<file path="src/rtl/addsub_pkg.sv">
package addsub_pkg;

   typedef enum logic [2:0] {
      OP_ADD   = 3'd0,
      OP_SUBF  = 3'd1,
      OP_ADDI  = 3'd2,
      OP_ADDIS = 3'd3,
      OP_ADDE  = 3'd4,
      OP_ADDME = 3'd5,
      OP_ADDZE = 3'd6,
      OP_RSV   = 3'd7
   } addsub_op_e;

   // condition field bit positions
   localparam int unsigned CR_LT = 3;
   localparam int unsigned CR_GT = 2;
   localparam int unsigned CR_EQ = 1;
   localparam int unsigned CR_SO = 0;

endpackage

</file>
<file path="src/rtl/int_addsub_opsel.sv">
module int_addsub_opsel
   import addsub_pkg::*;
#(
   parameter int unsigned XLEN  = 64,
   parameter int unsigned IMM_W = 16,
   parameter int unsigned SHIFT = 16
) (
   input  logic [2:0]      op_i,
   input  logic            ra_zero_i,
   input  logic [XLEN-1:0] ra_i,
   input  logic [XLEN-1:0] rb_i,
   input  logic [IMM_W-1:0] imm_i,
   input  logic            ca_i,
   output logic [XLEN-1:0] add_a_o,
   output logic [XLEN-1:0] add_b_o,
   output logic            cin_o,
   output logic            oe_ok_o,
   output logic            carry_upd_o
);

   localparam int unsigned EXT_W = XLEN - IMM_W;

   logic [XLEN-1:0] imm_ext;
   logic [XLEN-1:0] imm_shl;
   logic [XLEN-1:0] base;
   addsub_op_e      op;

   assign op      = addsub_op_e'(op_i);
   assign imm_ext = {{EXT_W{imm_i[IMM_W-1]}}, imm_i};
   assign imm_shl = imm_ext << SHIFT;
   assign base    = ra_zero_i ? '0 : ra_i;

   always_comb begin
      add_a_o     = ra_i;
      add_b_o     = rb_i;
      cin_o       = 1'b0;
      oe_ok_o     = 1'b1;
      carry_upd_o = 1'b0;
      unique case (op)
         OP_SUBF: begin
            add_a_o = ~ra_i;
            cin_o   = 1'b1;
         end
         OP_ADDI: begin
            add_a_o = base;
            add_b_o = imm_ext;
            oe_ok_o = 1'b0;
         end
         OP_ADDIS: begin
            add_a_o = base;
            add_b_o = imm_shl;
            oe_ok_o = 1'b0;
         end
         OP_ADDE: begin
            cin_o       = ca_i;
            carry_upd_o = 1'b1;
         end
         OP_ADDME: begin
            add_b_o     = '1;
            cin_o       = ca_i;
            carry_upd_o = 1'b1;
         end
         OP_ADDZE: begin
            add_b_o     = '0;
            cin_o       = ca_i;
            carry_upd_o = 1'b1;
         end
         default: begin
            // OP_ADD and the reserved code share the plain sum
         end
      endcase
   end

endmodule

</file>
<file path="src/rtl/int_addsub_adder.sv">
module int_addsub_adder #(
   parameter int unsigned XLEN        = 64,
   parameter int unsigned HALF        = 32,
   parameter bit          CARRY_SPLIT = 1'b1
) (
   input  logic [XLEN-1:0] a_i,
   input  logic [XLEN-1:0] b_i,
   input  logic            cin_i,
   output logic [XLEN-1:0] sum_o,
   output logic            c_hi_o,
   output logic            c_lo_o,
   output logic            ov_hi_o,
   output logic            ov_lo_o
);

   localparam int unsigned HI_W = XLEN - HALF;

   generate
      if (CARRY_SPLIT) begin : g_split
         // two chained adders: the half carry is a real adder output
         logic [HALF:0] lo_sum;
         logic [HI_W:0] hi_sum;
         assign lo_sum = {1'b0, a_i[HALF-1:0]} + {1'b0, b_i[HALF-1:0]}
                         + {{HALF{1'b0}}, cin_i};
         assign hi_sum = {1'b0, a_i[XLEN-1:HALF]} + {1'b0, b_i[XLEN-1:HALF]}
                         + {{HI_W{1'b0}}, lo_sum[HALF]};
         assign sum_o  = {hi_sum[HI_W-1:0], lo_sum[HALF-1:0]};
         assign c_lo_o = lo_sum[HALF];
         assign c_hi_o = hi_sum[HI_W];
      end else begin : g_flat
         // one wide adder: the half carry is recovered from the sum bit
         logic [XLEN:0] full_sum;
         assign full_sum = {1'b0, a_i} + {1'b0, b_i} + {{XLEN{1'b0}}, cin_i};
         assign sum_o    = full_sum[XLEN-1:0];
         assign c_hi_o   = full_sum[XLEN];
         assign c_lo_o   = a_i[HALF] ^ b_i[HALF] ^ full_sum[HALF];
      end
   endgenerate

   // signed overflow: like-signed addends, result sign differs
   assign ov_hi_o = (a_i[XLEN-1] ~^ b_i[XLEN-1]) & (sum_o[XLEN-1] ^ a_i[XLEN-1]);
   assign ov_lo_o = (a_i[HALF-1] ~^ b_i[HALF-1]) & (sum_o[HALF-1] ^ a_i[HALF-1]);

endmodule

</file>
<file path="src/rtl/int_addsub_flags.sv">
module int_addsub_flags
   import addsub_pkg::*;
#(
   parameter int unsigned XLEN = 64
) (
   input  logic [XLEN-1:0] sum_i,
   input  logic            c_hi_i,
   input  logic            c_lo_i,
   input  logic            ov_hi_i,
   input  logic            ov_lo_i,
   input  logic            oe_i,
   input  logic            oe_ok_i,
   input  logic            carry_upd_i,
   input  logic            ca_i,
   input  logic            ca32_i,
   input  logic            so_i,
   input  logic            ov_i,
   input  logic            ov32_i,
   output logic            ca_o,
   output logic            ca32_o,
   output logic            ov_o,
   output logic            ov32_o,
   output logic            so_o,
   output logic [3:0]      cr0_o
);

   logic ov_en;
   logic is_zero;
   logic is_neg;

   assign ov_en   = oe_i & oe_ok_i;
   assign is_zero = ~|sum_i;
   assign is_neg  = sum_i[XLEN-1];

   assign ca_o   = carry_upd_i ? c_hi_i : ca_i;
   assign ca32_o = carry_upd_i ? c_lo_i : ca32_i;
   assign ov_o   = ov_en ? ov_hi_i : ov_i;
   assign ov32_o = ov_en ? ov_lo_i : ov32_i;
   assign so_o   = so_i | (ov_en & ov_hi_i);

   always_comb begin
      cr0_o        = '0;
      cr0_o[CR_LT] = is_neg;
      cr0_o[CR_GT] = ~is_neg & ~is_zero;
      cr0_o[CR_EQ] = is_zero;
      cr0_o[CR_SO] = so_o;
   end

endmodule

</file>
<file path="src/rtl/int_addsub.sv">
module int_addsub #(
   parameter int unsigned XLEN        = 64,
   parameter int unsigned HALF        = 32,
   parameter int unsigned IMM_W       = 16,
   parameter int unsigned SHIFT       = 16,
   parameter bit          CARRY_SPLIT = 1'b1
) (
   input  logic [2:0]       op_i,
   input  logic             oe_i,
   input  logic             ra_zero_i,
   input  logic [XLEN-1:0]  ra_i,
   input  logic [XLEN-1:0]  rb_i,
   input  logic [IMM_W-1:0] imm_i,
   input  logic             ca_i,
   input  logic             ca32_i,
   input  logic             so_i,
   input  logic             ov_i,
   input  logic             ov32_i,
   output logic [XLEN-1:0]  res_o,
   output logic             ca_o,
   output logic             ca32_o,
   output logic             ov_o,
   output logic             ov32_o,
   output logic             so_o,
   output logic [3:0]       cr0_o
);

   generate
      if (XLEN < 4) begin : g_bad_xlen
         $error("int_addsub: XLEN must be at least 4");
      end
      if (HALF == 0 || HALF >= XLEN) begin : g_bad_half
         $error("int_addsub: HALF must lie strictly inside XLEN");
      end
      if (IMM_W < 2 || IMM_W >= XLEN) begin : g_bad_imm
         $error("int_addsub: IMM_W must be in 2..XLEN-1");
      end
      if (SHIFT >= XLEN) begin : g_bad_shift
         $error("int_addsub: SHIFT must be below XLEN");
      end
   endgenerate

   logic [XLEN-1:0] add_a;
   logic [XLEN-1:0] add_b;
   logic            cin;
   logic            oe_ok;
   logic            carry_upd;
   logic            c_hi;
   logic            c_lo;
   logic            ov_hi;
   logic            ov_lo;

   int_addsub_opsel #(
      .XLEN  (XLEN),
      .IMM_W (IMM_W),
      .SHIFT (SHIFT)
   ) u_opsel (
      .op_i        (op_i),
      .ra_zero_i   (ra_zero_i),
      .ra_i        (ra_i),
      .rb_i        (rb_i),
      .imm_i       (imm_i),
      .ca_i        (ca_i),
      .add_a_o     (add_a),
      .add_b_o     (add_b),
      .cin_o       (cin),
      .oe_ok_o     (oe_ok),
      .carry_upd_o (carry_upd)
   );

   int_addsub_adder #(
      .XLEN        (XLEN),
      .HALF        (HALF),
      .CARRY_SPLIT (CARRY_SPLIT)
   ) u_adder (
      .a_i     (add_a),
      .b_i     (add_b),
      .cin_i   (cin),
      .sum_o   (res_o),
      .c_hi_o  (c_hi),
      .c_lo_o  (c_lo),
      .ov_hi_o (ov_hi),
      .ov_lo_o (ov_lo)
   );

   int_addsub_flags #(
      .XLEN (XLEN)
   ) u_flags (
      .sum_i       (res_o),
      .c_hi_i      (c_hi),
      .c_lo_i      (c_lo),
      .ov_hi_i     (ov_hi),
      .ov_lo_i     (ov_lo),
      .oe_i        (oe_i),
      .oe_ok_i     (oe_ok),
      .carry_upd_i (carry_upd),
      .ca_i        (ca_i),
      .ca32_i      (ca32_i),
      .so_i        (so_i),
      .ov_i        (ov_i),
      .ov32_i      (ov32_i),
      .ca_o        (ca_o),
      .ca32_o      (ca32_o),
      .ov_o        (ov_o),
      .ov32_o      (ov32_o),
      .so_o        (so_o),
      .cr0_o       (cr0_o)
   );

endmodule

</file>
<file path="config.mk">
export PLATFORM = sky130hd
export DESIGN_NAME = int_addsub
export DESIGN_NICKNAME = d
export VERILOG_FILES = /design/src/rtl/addsub_pkg.sv /design/src/rtl/int_addsub_opsel.sv /design/src/rtl/int_addsub_adder.sv /design/src/rtl/int_addsub_flags.sv /design/src/rtl/int_addsub.sv
export SDC_FILE = /design/constraint.sdc
export NUM_CORES = 1
export LEC_CHECK = 0
export CAP_MARGIN = 20
export CORE_AREA = 2 2 122 124
export DETAILED_ROUTE_END_ITERATION = 10
export DIE_AREA = 0 0 124 126
export GPL_TIMING_DRIVEN = 0
export PLACE_DENSITY = 0.79
export SYNTH_ARGS = -nofsm -noshare
export SYNTH_HDL_FRONTEND = slang
export SYNTH_SLANG_ARGS = --single-unit
</file>
<file path="constraint.sdc">
create_clock -name vclk -period 12.7
set_input_delay 3.175 -clock vclk [all_inputs]
set_output_delay 3.175 -clock vclk [all_outputs]
set_load 0.05 [all_outputs]
</file>
---- Word-level counts from Yosys, hierarchy flattened ----
Cells that the tools add are included.
cells by class
  multiplexer cells ....................... 10
  reductions and logical operators ........ 4
  bitwise logic cells ..................... 12
  equal/unequal tests ..................... 6
  $add $sub $neg .......................... 4
operators with widths
  operator            number
  $pmux 64 s4         1
  $pmux 64 s2         1
  $add 32x32->33      2
  $add 33x1->33       2
  $mux 64             1
  $not 64->64         1
  $reduce_or 64->1    1
  $eq 3x3->1 const B  3
  $eq 3x2->1 const B  2
  $mux 1              6
  $and 1x1->1         5
  $eq 3x1->1 const B  1
  $reduce_or 3->1     1
  $pmux 1 s2          1
  $reduce_or 2->1     1
  $xnor 1x1->1        2
  $xor 1x1->1         2
  $logic_not 1->1     1
  $not 1->1           1
  $or 1x1->1          1
word-level totals
  output and inout bits ................... 73
  register bits after elaboration ......... 0

---- Longest topological paths before layout ----
  depth after elaboration ................. 10
  depth in mapped cells ................... 31

---- By module ----
A second synthesis with hierarchy kept.
second synthesis, totals
  cells, all modules ...................... 961
  area total of the unflattened synthesis .. 6742.7 µm²
modules (own cells, without submodules)
  module            times used  cells an instance  area each (µm²)  sequential area each (µm²)
  int_addsub_adder  1           510                3575.9           0.0
  int_addsub_opsel  1           420                2920.3           0.0
  int_addsub_flags  1           31                 246.5            0.0

---- Least setup slack after synthesis ----
No wires, ideal clock.
  kind .................................... input-to-output
  start ................................... in op_i[2]
  end ..................................... out cr0_o[2]
  slack ................................... -1.421 ns
  data arrival time ....................... 10.946 ns
  cell stages on the path ................. 30
  data required time ...................... 9.525 ns
  cells stage by stage .................... clkbuf_1 -> and2_1 -> clkbuf_1 -> buf_1 -> a22oi_1 -> o21ai_0 -> fa_1 -> fa_1 -> a211oi_2 -> o211ai_2 -> a211oi_2 -> o31ai_1 -> a221o_1 -> a21o_1 -> a21oi_1 -> o21bai_1 -> a21oi_1 -> fa_1 -> inv_1 -> fa_1 -> a21o_1 -> a2bb2oi_2 -> a21oi_1 -> o2111a_1 -> and3_1 -> a311oi_1 -> nor2_1 -> nand4_1 -> nor4_2 -> a31oi_1
on the way
  longest elaborated chain between the ends .. 8
RTL lines
  item                              RTL line                source
  from (decl)                       int_addsub.sv:8         input logic [2:0] op_i,
  $eq 3x2->1                        int_addsub_opsel.sv:39  unique case (op)
  $reduce_or 2->1 (no source line)  -
  $pmux 64 s2                       int_addsub_opsel.sv:39
  $add 32x32->33                    int_addsub_adder.sv:23  assign lo_sum = {1'b0, a_i[HALF-1:0]} + {1'b0, b_i[HALF-1:0]}
  $add 33x1->33                     int_addsub_adder.sv:24  + {{HALF{1'b0}}, cin_i};
  $add 33x1->33 (*)                 int_addsub_adder.sv:26  + {{HI_W{1'b0}}, lo_sum[HALF]};
  named net res_o[60]               int_addsub.sv:19        output logic [XLEN-1:0] res_o,
  $reduce_or 64->1 (*)              int_addsub_flags.sv:32  assign is_zero = ~|sum_i;
  $and 1x1->1 (*)                   int_addsub_flags.sv:44  cr0_o[CR_GT] = ~is_neg & ~is_zero;
  to (decl)                         int_addsub.sv:25        output logic [3:0] cr0_o
The timed path passes the listed nets; every way through them passes the cells marked *.

---- Final worst setup path ----
  start ................................... in op_i[1]
  end ..................................... out cr0_o[2]
on the way
  longest elaborated chain between the ends .. 8
RTL lines
  item                                           RTL line
  $eq 3x2->1                                     int_addsub_opsel.sv:39
  $reduce_or 2->1 (no source line)               -
  $pmux 64 s2                                    int_addsub_opsel.sv:39
  $add 32x32->33                                 int_addsub_adder.sv:23
  $add 33x1->33                                  int_addsub_adder.sv:24
  $add 33x1->33                                  int_addsub_adder.sv:26
  $reduce_or 64->1 or $not 1->1 (tied branches)  int_addsub_flags.sv:32, int_addsub_flags.sv:44
  $and 1x1->1 (*)                                int_addsub_flags.sv:44
Every way passes the cells marked *; elsewhere a longest branch is shown, timed or not.

==> metrics.md <==
| Metric | Value |
|---|---|
| Routed len/inst | `18.1 um` |
| # fillers | `1305` |
| Layout area overhead | `54.0%` |
| Buffers and inverters on the worst path | `6` |
| Hold WC Path Type | `primary input to output port` |
| Crit path time final | `13300 ps` |
| GRT Overall Usage | `29.2%` |
| Worst setup path startpoint | `op_i[1]` |
| Cell variety after synth | `84` |
| Die H | `126 um` |
| Outcome | `finished with violations` |
| Vias in the first global route | `7298` |
| Most numerous cell in the Yosys netlist | `nand2_1` |
| Register share of total power | `0%` |
| Final slew viol count | `0` |
| Critical Path Stages | `32` |
| Switching pwr | `0.711 mW` |
| # setup viols final | `2` |
| Sw Share | `63.3%` |
| Biggest area consumer among synthesized cells | `ha_1` |
| Failing checks | `setup timing` |
| Antenna Violating Nets Remaining | `0` |
| HPWL reported at the end of detailed placement | `19700 um` |
| Combinational share of power | `100.0%` |
| Worst slew pin tran | `762 ps` |
| CP delay by family, top | `simple AND/OR/NAND/NOR gates` |
| Die W | `124 um` |
| Net Count, Synth | `1150` |
| Max Freq | `0.0752 GHz` |
| Crit path to | `cr0_o[2]` |
| Number of iterations in the first detailed-routing pass | `6` |
| Commonest cells post-synth | `128 x nand2_1, 124 x o21ai_0, 92 x a21oi_1, 76 x nor2_1, 62 x ha_1` |
| Setup CP Type | `primary input to output port` |
| Period utilization | `105%` |
| Crit Path Max Fanout | `3` |
| Vias/cell | `5.94` |
| Slew margin rel. | `49.2%` |
| FFs & Latches | `0` |
| Sequential-to-total area share from yosys stat | `0%` |
| Share of layout cells above drive strength 1 | `12.9%` |
| Final TNS setup | `-1170 ps` |
| Mapped Cells | `930` |
| Register area | `0 um^2` |
| Worst Setup Start Kind | `primary input` |
| DR iter-0 viols | `739` |
| Die area | `15600 um^2` |
| ANT cells | `0` |
| Place WS | `-2690 ps` |
| Cell row count | `44` |
| Most Frequent Cell on Critical Path | `fa_2` |
| Crit-path max cell delay | `490 ps` |
| CP Capture Type | `output port` |
| Largest net degree at the start of global routing | `13` |
| Top post-synthesis cells by area | `ha_1 13%, o21ai_0 11%, nand2_1 8.2%` |
| WP data required | `9520 ps` |
| Worst setup margin | `-598 ps` |
| Clk pwr share | `0%` |
| Area share of the largest cell type after synthesis | `13.2%` |
| Cell Area, Synth | `5870 um^2` |
| Final Hold Fails | `0` |
| Buffers on Ports | `226` |
| First-pass GRT wire length | `36700 um` |
| Cell area power density | `124 nW/um^2` |
| Final GP Congestion | `0.965` |
| Initial antenna violation count | `0` |
| Syn_area_per_cell | `6.31 um^2` |
| Int Power | `0.412 mW` |
| CLK BUF | `0` |
| Routed Wire Length | `24800 um` |
| Core area | `14300 um^2` |
| Post-route DRC | `0` |
| GRT overflow | `0` |
| Synth warnings | `0` |
| Worst EP arrival | `10120 ps` |
| Tot Pwr | `1.12 mW` |
| Worst vdd ir | `0.105 mV` |
| CP max stage cell | `or4b_4` |
| Hold Slack | `6890 ps` |
| Starting density of the core | `41.0%` |
| Vias | `8144` |
| Nets@finish | `1409` |
| P_leak | `3.85 nW` |
| Ports | `227` |
| RSZ-0062 raised after global routing | `yes` |
| Max-cap violations | `0` |
-- area by class of cell --
type                       instances  area (um^2)  share of cell area, %
multi-input combinational        847         5840                   64.6
timing repair buffer             266         2570                   28.5
buffer                            51          308                   3.41
tap                              184          230                   2.55
inverter                          23         86.3                  0.955
-- power groups by stage --
stage | Clock [mW] | Sequential [mW] | Combinational (mW)
after detailed placement | 0 | 0 | 1.06
after global placement | 0 | 0 | 1.05
after global routing | 0 | 0 | 1.18
after floorplan | 0 | 0 | 0.727
final | 0 | 0 | 1.12
after CTS | 0 | 0 | 1.09
-- worst min path at each step --
stage | startpoint | endpoint | slack, ps | cells past startpoint
6_report | op_i[2] | ca_o | 6890 | 4
3_3_place_gp | op_i[2] | ca_o | 7360 | 4
3_5_place_dp | op_i[2] | ca_o | 7370 | 4
4_1_cts | op_i[2] | ca_o | 6880 | 4
2_1_floorplan | so_i | so_o | 6600 | 1
5_1_grt | op_i[2] | ca_o | 6930 | 4
-- per-layer routing --
metal / global-route usage [%] / up-vias / part of all wire [%]
li1: - / 3982 / -
met1: 40.1 / 3723 / 44
met2: 49.0 / 387 / 46
met3: 2.54 / 52 / 7.9
met4: 6.87 / 0 / 2.5
met5: 0 / - / 0
-- cells by family (layout without fill, tap and decap cells) --
| kind of cell | Yosys count | count (layout) | share of synthesized area (%) |
|---|---|---|---|
| AND/OR/NAND/NOR | 332 | 332 | 27.6 |
| XOR/XNOR | 49 | 49 | 7.31 |
| adder cells (fa/ha/maj) | 66 | 66 | 14.6 |
| multiplexers | 3 | 3 | 0.512 |
| buffers and inverters | 83 | 340 | 6.18 |
| AO/OA/AOI/OAI | 397 | 397 | 43.8 |
-- placed cells by master (no fill, tap or decap), types with 5 or more instances in the layout --
| master | synthesis | layout |
|---|---|---|
| nand3_1 | 12 | 12 |
| a22oi_1 | 17 | 16 |
| clkbuf_1 | 43 | 25 |
| a211oi_1 | 13 | 11 |
| buf_4 | 3 | 47 |
| nand2_1 | 128 | 127 |
| a21o_1 | 33 | 32 |
| o221ai_1 | 16 | 15 |
| o21ai_0 | 124 | 117 |
| xor2_1 | 19 | 17 |
| inv_1 | 23 | 22 |
| nand4_1 | 14 | 14 |
| a21oi_2 | 3 | 8 |
| ha_1 | 62 | 62 |
| buf_6 | 3 | 6 |
| o21a_1 | 32 | 32 |
| dlymetal6s2s_1 | 0 | 8 |
| xnor2_1 | 30 | 26 |
| and2_1 | 11 | 10 |
| clkdlybuf4s50_1 | 0 | 207 |
| buf_2 | 3 | 5 |
| clkbuf_2 | 0 | 6 |
| nor4_1 | 7 | 6 |
| a21oi_1 | 92 | 86 |
| and3_1 | 11 | 10 |
| a211o_1 | 5 | 5 |
| nor2_1 | 76 | 75 |
| nor3_1 | 19 | 19 |
| o211ai_1 | 6 | 6 |
| o21ai_2 | 1 | 5 |
| a211oi_2 | 5 | 5 |
| nand2b_1 | 8 | 8 |
-- per-stage QoR --
step                util [%]  std cells  instance area, um^2
global route            63.1       1371                 9040
CTS                     61.7       1359                 8840
finish                  63.1       1371                 9040
floorplan                  -        930                 6060
global placement        59.7       1340                 8550
detailed placement      59.7       1340                 8550
-- tightest hold or removal path: stages --
cell      delay [ps]
clkbuf_8         140
nand2_1          110
o21ai_1           80
clkbuf_4         210
-- repair_timing --
| item | 4_1_cts | 5_1_grt |
|---|---|---|
| hold buffers | 0 | 0 |
| pin swaps | 24 | 29 |
| endpoints found under the setup margin | 38 | 22 |
| gates resized for setup | 75 | 52 |
| setup buffers | 23 | 17 |
Note: power is estimated with default switching activity, not from simulation.
